### config.mk
export PLATFORM = sky130hd
export DESIGN_NAME = gated_decimator
export DESIGN_NICKNAME = d
export VERILOG_FILES = /design/src/rtl/decim_pkg.sv /design/src/rtl/decim_sync2.sv /design/src/rtl/decim_edge_detect.sv /design/src/rtl/decim_integrator.sv /design/src/rtl/decim_regs.sv /design/src/rtl/gated_decimator.sv
export SDC_FILE = /design/constraint.sdc
export NUM_CORES = 1
export LEC_CHECK = 0
export BUFFER_PORTS_ARGS = -buffer_cell sky130_fd_sc_hd__buf_2
export CORE_MARGIN = 10
export CORE_UTILIZATION = 44
export CTS_CLUSTER_SIZE = 25
export DETAILED_ROUTE_END_ITERATION = 10
export PLACE_DENSITY = 0.64
export SETUP_SLACK_MARGIN = 0.4
export SLEW_MARGIN = 25
export SYNTH_ARGS = -nofsm -noshare
export SYNTH_HDL_FRONTEND = slang
export SYNTH_HIERARCHICAL = 1
export SYNTH_SLANG_ARGS = --single-unit
### constraint.sdc
create_clock -name clk -period 4.6 [get_ports clk]
set_clock_uncertainty 0.15 [all_clocks]
set_input_delay 0.92 -clock clk [delete_from_list [all_inputs] [get_ports clk]]
set_output_delay 0.92 -clock clk [all_outputs]
set_load 0.05 [all_outputs]
### src/rtl/decim_pkg.sv
package decim_pkg;
    // Byte-wide register interface, result is two bytes.
    localparam int DATA_W = 8;
    localparam int ACC_W  = 2 * DATA_W;
    // Column and digital-block bank sizes follow the control field widths.
    localparam int COL_W  = 2;
    localparam int NCOL   = 1 << COL_W;
    localparam int IDX_W  = 4;
    localparam int NBLK   = 1 << IDX_W;

    localparam logic [1:0] A_CTL0   = 2'd0;
    localparam logic [1:0] A_CTL1   = 2'd1;
    localparam logic [1:0] A_RES_LO = 2'd2;
    localparam logic [1:0] A_RES_HI = 2'd3;

    // Decoded view of the two control registers.
    typedef struct packed {
        logic             single_mode;
        logic             cap_on_fall;
        logic [COL_W-1:0] data_col;
        logic [COL_W-1:0] gate_col;
        logic [IDX_W-1:0] gate_idx;
        logic [IDX_W-1:0] tmr_idx;
    } decim_cfg_t;

    // Split-field decode: each bank index takes its LSB from ctl0, the rest from ctl1.
    function automatic decim_cfg_t decode_cfg(input logic [DATA_W-1:0] c0,
                                              input logic [DATA_W-1:0] c1);
        decim_cfg_t r;
        r.single_mode = c1[7];
        r.cap_on_fall = c1[6];
        r.data_col    = c0[2:1];
        r.gate_col    = c0[5:4];
        r.gate_idx    = {c1[5:3], c0[3]};
        r.tmr_idx     = {c1[2:0], c0[0]};
        return r;
    endfunction
endpackage

### src/rtl/decim_sync2.sv
// Multi-flop synchroniser for an asynchronous level.
// Assumes the input level is held longer than STAGES clocks.
module decim_sync2 #(
    parameter int STAGES = 2
) (
    input  logic clk,
    input  logic rst_n,
    input  logic d,
    output logic q
);
    logic [STAGES-1:0] chain;

    // Shift the level through the synchroniser chain.
    always_ff @(posedge clk) begin
        if (!rst_n) chain <= '0;
        else        chain <= {chain[STAGES-2:0], d};
    end

    assign q = chain[STAGES-1];
endmodule

### src/rtl/decim_edge_detect.sv
// Synchronises the selected timer signal and emits a one-cycle capture pulse
// on its rising edge, or on its falling edge when sel_fall is set.
// Assumes the timer holds each level for more than two clocks.
module decim_edge_detect #(
    parameter int STAGES = 2
) (
    input  logic clk,
    input  logic rst_n,
    input  logic tmr_raw,
    input  logic sel_fall,
    output logic cap_pulse
);
    logic tmr_s;
    logic tmr_prev;
    logic rise;
    logic fall;

    decim_sync2 #(.STAGES(STAGES)) u_sync (
        .clk  (clk),
        .rst_n(rst_n),
        .d    (tmr_raw),
        .q    (tmr_s)
    );

    // Hold the previous synchronised level for edge comparison.
    always_ff @(posedge clk) begin
        if (!rst_n) tmr_prev <= 1'b0;
        else        tmr_prev <= tmr_s;
    end

    assign rise      = tmr_s & ~tmr_prev;
    assign fall      = ~tmr_s & tmr_prev;
    assign cap_pulse = sel_fall ? fall : rise;

    // with an unchanged polarity, two captures cannot follow back to back.
    p_cap_single_cycle_r5: assert property (@(posedge clk) disable iff (!rst_n)
        cap_pulse |=> (!cap_pulse || (sel_fall != $past(sel_fall))));
endmodule

### src/rtl/decim_integrator.sv
// Accumulator datapath. In double mode it is two cascaded integrators
// (+1/-1, then a running sum). In single mode it is a gated up-counter.
// All arithmetic wraps modulo 2^ACC_W. A clear has priority over a step.
module decim_integrator #(
    parameter int ACC_W = 16
) (
    input  logic             clk,
    input  logic             rst_n,
    input  logic             clr,
    input  logic             step,
    input  logic             single,
    input  logic             cmp_bit,
    input  logic             gate_ok,
    output logic [ACC_W-1:0] acc_out
);
    logic [ACC_W-1:0] i1, i2;
    logic [ACC_W-1:0] i1_n, i2_n;

    // Next-state of both integrators for the current mode.
    always_comb begin
        i1_n = i1;
        i2_n = i2;
        if (clr) begin
            i1_n = '0;
            i2_n = '0;
        end else if (step) begin
            if (single) begin
                if (gate_ok && cmp_bit) i1_n = i1 + 1'b1;
            end else begin
                i1_n = cmp_bit ? (i1 + 1'b1) : (i1 - 1'b1);
                i2_n = i2 + i1_n;
            end
        end
    end

    // Register the integrator state.
    always_ff @(posedge clk) begin
        if (!rst_n) begin
            i1 <= '0;
            i2 <= '0;
        end else begin
            i1 <= i1_n;
            i2 <= i2_n;
        end
    end

    assign acc_out = single ? i1 : i2;

    // a control write leaves both integrators at zero.
    p_clear_zero_r10: assert property (@(posedge clk) disable iff (!rst_n)
        clr |=> (i1 == '0 && i2 == '0));
    // without a selected strobe nothing moves.
    p_idle_hold_r6: assert property (@(posedge clk) disable iff (!rst_n)
        (!step && !clr) |=> ($stable(i1) && $stable(i2)));
    // the second integrator absorbs the updated first integrator.
    p_double_sum_r2: assert property (@(posedge clk) disable iff (!rst_n)
        (!single && step && !clr) |=> (i2 == $past(i2) + i1));
    // a gated one advances the counter by exactly one.
    p_single_count_r3: assert property (@(posedge clk) disable iff (!rst_n)
        (single && step && !clr && gate_ok && cmp_bit) |=> (i1 == $past(i1) + 1'b1));
    // a closed gate freezes the counter.
    p_gate_closed_r4: assert property (@(posedge clk) disable iff (!rst_n)
        (single && step && !clr && !gate_ok) |=> ($stable(i1) && $stable(i2)));
endmodule

### src/rtl/decim_regs.sv
// Byte register file: two control registers, the captured result and the
// high-byte holding register. A read of the low byte latches the high byte.
// A write to either control register raises clr for one cycle.
module decim_regs #(
    parameter int DATA_W = 8,
    parameter int ACC_W  = 16
) (
    input  logic              clk,
    input  logic              rst_n,
    input  logic              wr_en,
    input  logic              rd_en,
    input  logic [1:0]        addr,
    input  logic [DATA_W-1:0] wdata,
    output logic [DATA_W-1:0] rdata,
    input  logic              cap_en,
    input  logic [ACC_W-1:0]  acc_in,
    output logic [DATA_W-1:0] ctl0,
    output logic [DATA_W-1:0] ctl1,
    output logic              clr
);
    import decim_pkg::*;

    logic [ACC_W-1:0]  res_q;
    logic [DATA_W-1:0] hi_hold;

    // Control register writes.
    always_ff @(posedge clk) begin
        if (!rst_n) begin
            ctl0 <= '0;
            ctl1 <= '0;
        end else if (wr_en) begin
            if (addr == A_CTL0) ctl0 <= wdata;
            if (addr == A_CTL1) ctl1 <= wdata;
        end
    end

    assign clr = wr_en && (addr == A_CTL0 || addr == A_CTL1);

    // Capture the active accumulator on the timer edge.
    always_ff @(posedge clk) begin
        if (!rst_n)      res_q <= '0;
        else if (cap_en) res_q <= acc_in;
    end

    // Latch the high byte when the low byte is read.
    always_ff @(posedge clk) begin
        if (!rst_n)                         hi_hold <= '0;
        else if (rd_en && addr == A_RES_LO) hi_hold <= res_q[ACC_W-1:DATA_W];
    end

    // Read multiplexer.
    always_comb begin
        unique case (addr)
            A_CTL0:   rdata = ctl0;
            A_CTL1:   rdata = ctl1;
            A_RES_LO: rdata = res_q[DATA_W-1:0];
            default:  rdata = hi_hold;
        endcase
    end

    // the latched high byte changes only on a low-byte read.
    p_hi_hold_r9: assert property (@(posedge clk) disable iff (!rst_n)
        !(rd_en && addr == A_RES_LO) |=> $stable(hi_hold));
    // the result changes only on a capture pulse.
    p_result_hold_r5: assert property (@(posedge clk) disable iff (!rst_n)
        !cap_en |=> $stable(res_q));
    // the control registers change only on a write.
    p_ctl_hold_r11: assert property (@(posedge clk) disable iff (!rst_n)
        !wr_en |=> ($stable(ctl0) && $stable(ctl1)));
endmodule

### src/rtl/gated_decimator.sv
// Top level of the integrating decimator. It decodes the control registers,
// routes the column strobe and comparator bits, selects the gate and timer
// from the bank, synchronises them and ties the register file to the datapath.
// Assumes column strobes are single-cycle and synchronous to clk, and that the
// bank signals are asynchronous and slow relative to clk.
module gated_decimator (
    input  logic                         clk,
    input  logic                         rst_n,
    input  logic                         reg_wr_en,
    input  logic                         reg_rd_en,
    input  logic [1:0]                   reg_addr,
    input  logic [decim_pkg::DATA_W-1:0] reg_wdata,
    output logic [decim_pkg::DATA_W-1:0] reg_rdata,
    input  logic [decim_pkg::NCOL-1:0]   col_cmp,
    input  logic [decim_pkg::NCOL-1:0]   col_strobe,
    input  logic [decim_pkg::NBLK-1:0]   blk_sig
);
    import decim_pkg::*;

    localparam int SYNC_STAGES = 2;

    logic [DATA_W-1:0] ctl0, ctl1;
    logic              clr;
    decim_cfg_t        cfg;
    logic              gate_raw, gate_s, tmr_raw, cap_pulse;
    logic              step, cmp_bit;
    logic [ACC_W-1:0]  acc;

    assign cfg      = decode_cfg(ctl0, ctl1);
    assign gate_raw = blk_sig[cfg.gate_idx];
    assign tmr_raw  = blk_sig[cfg.tmr_idx];
    assign step     = col_strobe[cfg.data_col];
    assign cmp_bit  = cfg.single_mode ? col_cmp[cfg.gate_col] : col_cmp[cfg.data_col];

    decim_regs #(.DATA_W(DATA_W), .ACC_W(ACC_W)) u_regs (
        .clk   (clk),
        .rst_n (rst_n),
        .wr_en (reg_wr_en),
        .rd_en (reg_rd_en),
        .addr  (reg_addr),
        .wdata (reg_wdata),
        .rdata (reg_rdata),
        .cap_en(cap_pulse),
        .acc_in(acc),
        .ctl0  (ctl0),
        .ctl1  (ctl1),
        .clr   (clr)
    );

    decim_sync2 #(.STAGES(SYNC_STAGES)) u_gate_sync (
        .clk  (clk),
        .rst_n(rst_n),
        .d    (gate_raw),
        .q    (gate_s)
    );

    decim_edge_detect #(.STAGES(SYNC_STAGES)) u_tmr_edge (
        .clk      (clk),
        .rst_n    (rst_n),
        .tmr_raw  (tmr_raw),
        .sel_fall (cfg.cap_on_fall),
        .cap_pulse(cap_pulse)
    );

    decim_integrator #(.ACC_W(ACC_W)) u_integ (
        .clk    (clk),
        .rst_n  (rst_n),
        .clr    (clr),
        .step   (step),
        .single (cfg.single_mode),
        .cmp_bit(cmp_bit),
        .gate_ok(gate_s),
        .acc_out(acc)
    );

    // at most one column strobe per cycle on the selected path (input assumption).
    p_strobe_onehot_r6: assert property (@(posedge clk) disable iff (!rst_n)
        $onehot0(col_strobe));
endmodule

# Yosys cells after proc, flatten, opt, wreduce, memory -nomap -nowiden
# Index checks and enable logic that the tools add are counted.
totals:
  in_bits: 38
  ff_bits: 77
  wordCells: 52
op_classes:
  n_addsub: 3
  order_cmp: 4
  n_mux: 17
  eq_ne: 3
  n_reduce_logical: 10
  bitwise: 6
ops:
  columns: ["op", "n"]
  rows:
  - ["$mux 16", 4]
  - ["$pmux 8 s3", 1]
  - ["$add 16x1->16 const B", 1]
  - ["$add 16x16->16", 1]
  - ["$sub 16x1->16 const B", 1]
  - ["$lt 4x5->1 const B", 2]
  - ["$bmux 1 s4", 2]
  - ["$reduce_and 2->1", 4]
  - ["$mux 1", 7]
  - ["$bmux 1 s2", 3]
  - ["$lt 2x3->1 const B", 2]
  - ["$not 1->1", 4]
  - ["$logic_and 1x1->1", 3]
  - ["$and 1x1->1", 2]
  - ["$eq 2x1->1 const B", 1]
  - ["$eq 2x2->1 const B", 1]
  - ["$logic_not 2->1", 1]
  - ["$ne 2x1->1 const B", 1]
  - ["$reduce_or 2->1", 1]
  - ["$logic_or 1x1->1", 1]

# Depth between registers and ports, before layout
# Gate-level depths: netlist of run 1.
logic_depth:
  ltp_word: 6
  depth_mapped: 15
  mapped_depth_nobuf: 15

# Modules after synthesis
# Netlist of run 1, hierarchy kept.
by_module_without_submodules:
  columns: ["module", "instances", "area_per_inst_um2", "seq_area_each_um2", "cells_each"]
  rows:
  - ["decim_integrator", 1, 2972.9, 640.6, 373]
  - ["decim_regs", 1, 1778.0, 800.8, 161]
  - ["gated_decimator", 1, 356.6, 0.0, 18]
  - ["decim_sync2", 2, 52.6, 40.0, 4]
  - ["decim_edge_detect", 1, 48.8, 20.0, 5]

# Worst setup path before layout of run 1
# OpenSTA, ideal clock, no wires.
synth_path:
  path_type: "input port to flip-flop"
  from: "input port col_cmp[1] in the netlist's numbering"
  to: "register u_integ.i2[15]"
  n_path_buf: 0
  required_ps: 4378
  arrival_ps: 3951
  stages: 14
  setup_slack_ps: 427
  cell_sequence: "mux4_1 > mux2_2 > nor2b_1 > nand2_1 > o41ai_1 > xor2_1 > ha_1 > a21oi_1 > o21ai_0 > a31oi_1 > a21bo_2 > a211oi_1 > a21o_1 > mux2i_1"
synth_via:
  elab_chain_len: 5
  elab_cells_between_ends: 7
synth_rtl:
  columns: ["item", "line", "text"]
  rows:
  - ["from (decl)", "gated_decimator.sv:14", "input logic [decim_pkg::NCOL-1:0] col_cmp,"]
  - ["$bmux 1 s2", "gated_decimator.sv:33", "assign cmp_bit = cfg.single_mode ? col_cmp[cfg.gate_col] : col_cmp[cfg.data_col];"]
  - ["$mux 1 (not written as such)", "gated_decimator.sv:33", null]
  - ["$mux 1 (*)", "gated_decimator.sv:33", null]
  - ["via cmp_bit", "gated_decimator.sv:26", "logic step, cmp_bit;"]
  - ["$mux 16 (*)", "decim_integrator.sv:30", "i1_n = cmp_bit ? (i1 + 1'b1) : (i1 - 1'b1);"]
  - ["$add 16x16->16 (*)", "decim_integrator.sv:31", "i2_n = i2 + i1_n;"]
  - ["to (signal assigned)", "decim_integrator.sv:43", "i2 <= i2_n;"]
  - ["to (decl)", "decim_integrator.sv:16", "logic [ACC_W-1:0] i1, i2;"]
# The timed path passes the listed nets; every way through them passes the cells marked *. The select of a mux whose other input is x is not followed.
# A chain may end at the register's enable or synchronous reset.

# Final worst setup path of run 1
# Ends and elaborated chain as after synthesis.

==> impl_metrics.env, run 1 <==
export IMPL_max_freq_mhz=241.9
export IMPL_overflow=0
export IMPL_antenna_found_initial=0
export IMPL_drt_iter0_markers=310
export IMPL_crit_type="in -> reg"
export IMPL_insertion_delay_ns=0.35
export IMPL_crit_path_max_fanout=4
export IMPL_via_count=4298
export IMPL_crit_path_cell_trace="buf_2 > mux4_1 > mux2_4 > nor2b_1 > buf_4 > nand4b_1 > nor3_2 > a31oi_1 > xnor2_1 > ha_1 > a21o_1 > a21o_1 > a21o_1 > a211oi_1 > a21o_1 > mux2i_1"
export IMPL_ctsHtreeMaxLevel=3
export IMPL_p_leak_nw=2.397
export IMPL_critical_path_required_ns=4.73
export IMPL_swShare=0.3456
export IMPL_grt_pass1_vias=4253
export IMPL_critical_path_buf_inv_count=2
export IMPL_final_core_util=0.5058
export IMPL_syn_nets=623
export IMPL_dieArea_sq_mm=0.01673
export IMPL_setup_tns_ns=0
export IMPL_worstHoldPathType="reg -> reg"
export IMPL_drv_slew=0
export IMPL_drc=0
export IMPL_drt_pass1_iter_count=5
export IMPL_drv_cap=0
export IMPL_p_sw_mw=0.7282
export IMPL_ant_nets=0
export IMPL_cp_start_kind="primary input"
export IMPL_power_density_mw_per_mm2=360.2
export IMPL_clockRootBuffer="clkbuf_16"
export IMPL_cp_depth=16
export IMPL_clock_sinks=77
export IMPL_n_antenna_cell=0
export IMPL_setup_viol=0
export IMPL_yosysSeqAreaShare=0.2930
export IMPL_io_pins=46
export IMPL_power_frac_clock=0.315
export IMPL_syn_avg_cell_area_sq_um=9.312
export IMPL_gr_usage_all_layers=0.1653
export IMPL_status="completed"
export IMPL_synth_edf_count=0
export IMPL_core_area_sq_mm=0.01156
export IMPL_grt_max_degree=58
export IMPL_stdcell_count=745
export IMPL_worstPathArrival_ns=4.26
export IMPL_syn_instance_count=565
export IMPL_pwr_share_comb=0.307
export IMPL_min_period_ns=4.134
export IMPL_cp_end_kind="register"
export IMPL_hold_path_depth=1
export IMPL_post_route_period_util=0.8987
export IMPL_vias_per_cell=5.769
export IMPL_drive_gt1_frac=0.2093
export IMPL_cts_tree="built"
export IMPL_numCtsBuffers=9
export IMPL_yosysUniqueCellTypes=67
export IMPL_dp_cells=725
export IMPL_crit_slowest_cell="mux4_1"
export IMPL_dieHeight_microns=129.4
export IMPL_pre_cts_ws_ns=0.1202
export IMPL_clkSlewWorstSetupHoldPaths_ns=0.07
export IMPL_critPathTopFamily="compound AO/OA/AOI/OAI gates"
export IMPL_gp_congestion=0.9112
export IMPL_p_int_mw=1.379
export IMPL_stdcell_area_sq_mm=0.005849
export IMPL_synth_area_sq_mm=0.005261
export IMPL_start_util=0.4549
export IMPL_layout_nets=655
export IMPL_layout_setup_ws_ns=0.4661
export IMPL_crit_top_cell="a21o_1"
export IMPL_port_buffers=45
export IMPL_grt_pass1_wl_microns=22040
export IMPL_wl_per_cell_microns=18.29
export IMPL_ir_drop_mv=0.3028
export IMPL_hold_violations=0
export IMPL_r2r_cells=15
export IMPL_synth_seq_cells=77
export IMPL_rsz0062_at_grt="true"
export IMPL_async_flop_share=0
export IMPL_die_w_microns=129.4
export IMPL_dp_final_hpwl_microns=10000
export IMPL_clock_path_buffers=2
export IMPL_placementRows=39
export IMPL_worst_slew_pin_slew_ns=0.8304
export IMPL_relSlewSlack=0.4440
export IMPL_seq_power_share=0.378
export IMPL_yosysWarnings=6
export IMPL_synth_ff_type="dfxtp_1"
export IMPL_drt_wl_total_microns=13630
export IMPL_postPlaceCellArea_sq_mm=0.005498
export IMPL_synthToLayoutAreaGrowth_pct=11.18
export IMPL_cpPeakStageDelay_ns=0.48
through the flow:
stage	total power, mW	hold slack, ns
finish	2.107	0.2808
global route	2.233	0.3139
CTS	2.097	0.2815
detailed placement	1.428	0.2706
global placement	1.418	0.2707
floorplan	1.280	0.2618
Yosys cell counts (5+ instances only):
cell,instances,area (sq um)
nand2_1,98,367.9
nand4_1,6,37.54
nand3_1,11,55.05
ha_1,19,237.7
xor2_1,18,157.7
o21ai_0,16,80.08
xnor2_1,14,122.6
mux2i_1,48,480.5
a21oi_1,26,130.1
inv_1,5,18.77
buf_6,9,101.4
dfxtp_1,77,1541
nand2b_1,5,31.28
buf_2,11,55.05
mux4_1,10,262.8
nor2b_1,21,131.4
a21o_1,11,82.58
mux4_2,9,202.7
nor2_1,28,105.1
and2_1,8,50.05
clkbuf_1,11,41.29
nor3_1,10,50.05
mux2_2,18,202.7
buf_4,5,37.54
kinds of logic after synthesis:
logic type,Yosys count,synth area share
simple gates,217,0.2190
flops,77,0.2930
xor+xnor,32,0.05327
fa+ha+maj,20,0.04899
mux,87,0.2226
buf+inv,43,0.04970
compound gates,89,0.1134
registers in the layout (all words and copies together) (netlist names):
| signal | count |
|---|---|
| u_tmr_edge/u_sync/chain | 2 |
| u_regs/ctl1 | 8 |
| u_integ/i1 | 16 |
| u_regs/res_q | 16 |
| u_regs/hi_hold | 8 |
| u_regs/ctl0 | 8 |
| u_integ/i2 | 16 |
| u_tmr_edge/tmr_prev | 1 |
| u_gate_sync/chain | 2 |
cell type report:
class,instances,area (sq um)
clock inverter,6,46.29
clock buffer,10,229.0
timing repair buffer,59,330.3
tap,143,178.9
fill,1066,5715
inverter,5,18.77
sequential,77,1541
multi-input combinational,445,3505
power groups by stage:
stage	clock network (mW)	logic, mW	registers (mW)
floorplan	0	0.521	0.759
global placement	0	0.612	0.806
detailed placement	0	0.621	0.807
CTS	0.681	0.624	0.792
global route	0.714	0.716	0.803
finish	0.663	0.648	0.796
final timing paths:
kind | start | endpoint | slack [ns]
worst max-delay path | col_cmp[1] | u_integ/i2[15] | 0.47
worst min-delay path | u_gate_sync/chain[0] | u_gate_sync/chain[1] | 0.28
worst max register to register | u_regs/ctl0[1] | u_integ/i2[15] | 0.61
worst min register to register | u_gate_sync/chain[0] | u_gate_sync/chain[1] | 0.28
routing by layer:
layer,part of all wire,global-route usage
met1,0.46,0.2107
met5,0,0
met3,0.057,0.04976
met4,0.016,0.04749
met2,0.47,0.2651
cells in the final DEF (no fill, tap or decap), types with 3 or more instances in the layout:
cell	n
nand2_1	98
dfxtp_1	77
mux2i_1	48
buf_2	45
nor2_1	28
a21oi_1	25
nor2b_1	21
ha_1	19
xor2_1	18
mux2_2	17
o21ai_0	16
buf_4	14
xnor2_1	13
nand3_1	11
a21o_1	11
mux4_1	10
mux4_2	9
clkbuf_16	9
and2_1	8
nor3_1	8
nand4_1	6
inv_1	5
nand2b_1	5
a2bb2oi_1	4
a31oi_1	4
a21oi_2	3
nor3_2	3
and4_1	3
nor4_4	3
or3_1	3
o32ai_1	3
a22oi_1	3
a211oi_1	3
nor4_1	3
repair_timing:
action / CTS / global route
gates resized for setup: 0 / 7
hold buffers: 0 / 0
endpoints found under the setup margin: 0 / 5
buffers inserted: 0 / 4
Power figures use the tool's default switching activity.
==> run 2: changes to the inputs <==
--- a/config.mk
+++ b/config.mk
@@ -5,12 +5,13 @@
 export SDC_FILE = /design/constraint.sdc
 export NUM_CORES = 1
 export LEC_CHECK = 0
-export BUFFER_PORTS_ARGS = -buffer_cell sky130_fd_sc_hd__buf_2
 export CORE_MARGIN = 10
-export CORE_UTILIZATION = 44
+export CORE_UTILIZATION = 65
 export CTS_CLUSTER_SIZE = 25
 export DETAILED_ROUTE_END_ITERATION = 10
-export PLACE_DENSITY = 0.64
+export DONT_BUFFER_PORTS = 1
+export MAX_ROUTING_LAYER = met4
+export PLACE_DENSITY = 0.83
 export SETUP_SLACK_MARGIN = 0.4
 export SLEW_MARGIN = 25
 export SYNTH_ARGS = -nofsm -noshare
==> run 2 against run 1 <==
Clock power fell by 11%. Core utilization rose by 20 points. Via count fell by 1.0%. Total power fell by 5.7%. First-iteration DRC count fell by 3.9%. Worst setup slack improved by 0.095 ns. Final area fell by 6.3%. Non-clock buffer count fell by 48. Count of clock-buffer cells in the layout did not move. Worst hold slack improved by 0.018 ns. Combinational power fell by 6.2%. Sequential power fell by 0.5%.
==> impl_metrics.env, run 2 (synthesis results as in run 1) <==
export IMPL_status="completed"
export IMPL_hold_buffers=0
export IMPL_ir_drop_mv=0.2416
export IMPL_grt_max_degree=64
export IMPL_highest_layer="met4"
export IMPL_drv_cap=0
export IMPL_numCtsBuffers=9
export IMPL_dp_final_hpwl_microns=9487
export IMPL_die_w_microns=110.0
export IMPL_placementRows=32
export IMPL_worstPathArrival_ns=4.19
export IMPL_dieArea_sq_mm=0.01209
export IMPL_clock_sinks=77
export IMPL_dr_wl_met3_microns=1026
export IMPL_crit_start="col_cmp[1]"
export IMPL_ant_nets=0
export IMPL_p_leak_nw=2.160
export IMPL_wl_met2_microns=6483
export IMPL_port_buffers=0
export IMPL_ctsHtreeMaxLevel=3
export IMPL_drive_gt1_frac=0.1354
export IMPL_layout_nets=607
export IMPL_min_period_ns=4.038
export IMPL_core_area_sq_mm=0.007807
export IMPL_power_mw=1.986
export IMPL_min_from="u_tmr_edge/u_sync/chain[0]"
export IMPL_cp_end_kind="register"
export IMPL_clockRootBuffer="clkbuf_8"
export IMPL_dieHeight_microns=110.0
export IMPL_post_route_period_util=0.8779
export IMPL_clock_path_buffers=2
export IMPL_drc=0
export IMPL_start_util=0.6739
export IMPL_relSlewSlack=0.3931
export IMPL_hold_violations=0
export IMPL_drt_wl_total_microns=13160
export IMPL_cts_tree="built"
export IMPL_drt_pass1_iter_count=5
export IMPL_cp_start_kind="primary input"
export IMPL_wl_met1_microns=5382
export IMPL_worst_slew_pin_slew_ns=0.9063
export IMPL_setup_viol=0
export IMPL_r2r_start="u_regs/ctl0[1]"
export IMPL_io_pins=46
export IMPL_worstHoldPathType="reg -> reg"
export IMPL_wl_per_cell_microns=20.06
export IMPL_n_antenna_cell=0
export IMPL_crit_path_max_fanout=8
export IMPL_gr_usage_all_layers=0.2254
export IMPL_layout_common_cells="98 x nand2_1, 77 x dfxtp_1, 48 x mux2i_1, 28 x nor2_1, 25 x a21oi_1"
export IMPL_gp_congestion=0.8968
export IMPL_grt_pass1_vias=4246
export IMPL_crit_type="in -> reg"
export IMPL_critical_path_required_ns=4.76
export IMPL_vias_per_cell=6.485
export IMPL_setup_tns_ns=0
export IMPL_rsz0062_at_grt="false"
export IMPL_via_count=4254
export IMPL_grt_pass1_wl_microns=20960
export IMPL_largestRegisters="u_integ/i1 (16), u_integ/i2 (16), u_regs/res_q (16)"
export IMPL_synthToLayoutAreaGrowth_pct=4.162
export IMPL_drv_slew=0
export IMPL_layout_commonest_cell="nand2_1"
export IMPL_overflow=0
export IMPL_clkSlewWorstSetupHoldPaths_ns=0.08
export IMPL_max_freq_mhz=247.6
export IMPL_power_density_mw_per_mm2=362.5
export IMPL_antenna_found_initial=0
export IMPL_insertion_delay_ns=0.37
export IMPL_drt_iter0_markers=298
==> run 2: cell count changes in the layout (fill, tap and decap cells not counted), sizes merged <==
cell / previous run / this run
bufinv: 0 / 2
inv: 7 / 6
clkinvlp: 2 / 0
clkinv: 2 / 3
buf: 59 / 11
==> run 2: metrics by stage <==
| step | hold WS [ns] | cells | area, sq um | util | worst slack (ns) |
|---|---|---|---|---|---|
| final | 0.2985 | 656 | 5480 | 0.7019 | 0.5615 |
| after floorplan | 0.2618 | 565 | 5261 | - | 0.4270 |
| after global placement | 0.2778 | 635 | 5191 | 0.6649 | 0.2847 |
| after detailed placement | 0.2783 | 635 | 5199 | 0.6659 | 0.1547 |
| after global routing | 0.3184 | 656 | 5480 | 0.7019 | 0.4160 |
| after CTS | 0.3023 | 651 | 5421 | 0.6944 | 0.5128 |
==> run 2: path summary, 6_finish.rpt <==
kind / endpoint / slack [ns] / cells past startpoint
max: u_integ/i2[12] / 0.56 / 14
min: u_tmr_edge/u_sync/chain[1] / 0.30 / 1
max reg2reg: u_integ/i2[12] / 0.62 / 14
min reg2reg: u_tmr_edge/u_sync/chain[1] / 0.30 / 1
==> run 2: critical path: stages <==
cell	delay [ns]
mux4_1	0.47
mux2_4	0.35
nor3_4	0.24
nand2_1	0.08
nor3_1	0.16
a31oi_1	0.09
xnor2_1	0.29
ha_1	0.34
a21oi_2	0.18
o211ai_1	0.15
a221oi_2	0.38
nor2_1	0.09
or3_1	0.37
nand3_1	0.08
==> run 2: layer usage <==
layer | up-vias | GRT usage
met2 | 172 | 0.3607
li1 | 2000 | -
met4 | 0 | 0.07714
met5 | - | -
met1 | 2055 | 0.2656
met3 | 27 | 0.06616
==> run 2: cell type report <==
| type | instances | area (sq um) |
|---|---|---|
| tap | 102 | 127.6 |
| sequential | 77 | 1541 |
| clock inverter | 6 | 95.09 |
| inverter | 5 | 18.77 |
| clock buffer | 10 | 127.6 |
| timing repair buffer | 11 | 82.58 |
| fill | 593 | 2327 |
| multi-input combinational | 445 | 3487 |
==> run 2: timing repair <==
action                                  4_1_cts  5_1_grt
setup buffers                                 0        5
endpoints found under the hold margin         0        0
endpoints found under the setup margin        0        4
resized for setup                             0        4
==> run 2: report_power, final <==
part           switching (mW)  internal [mW]  total [mW]
Combinational           0.330          0.278       0.608
Sequential             0.0791          0.713       0.792
Clock                   0.277          0.311       0.587
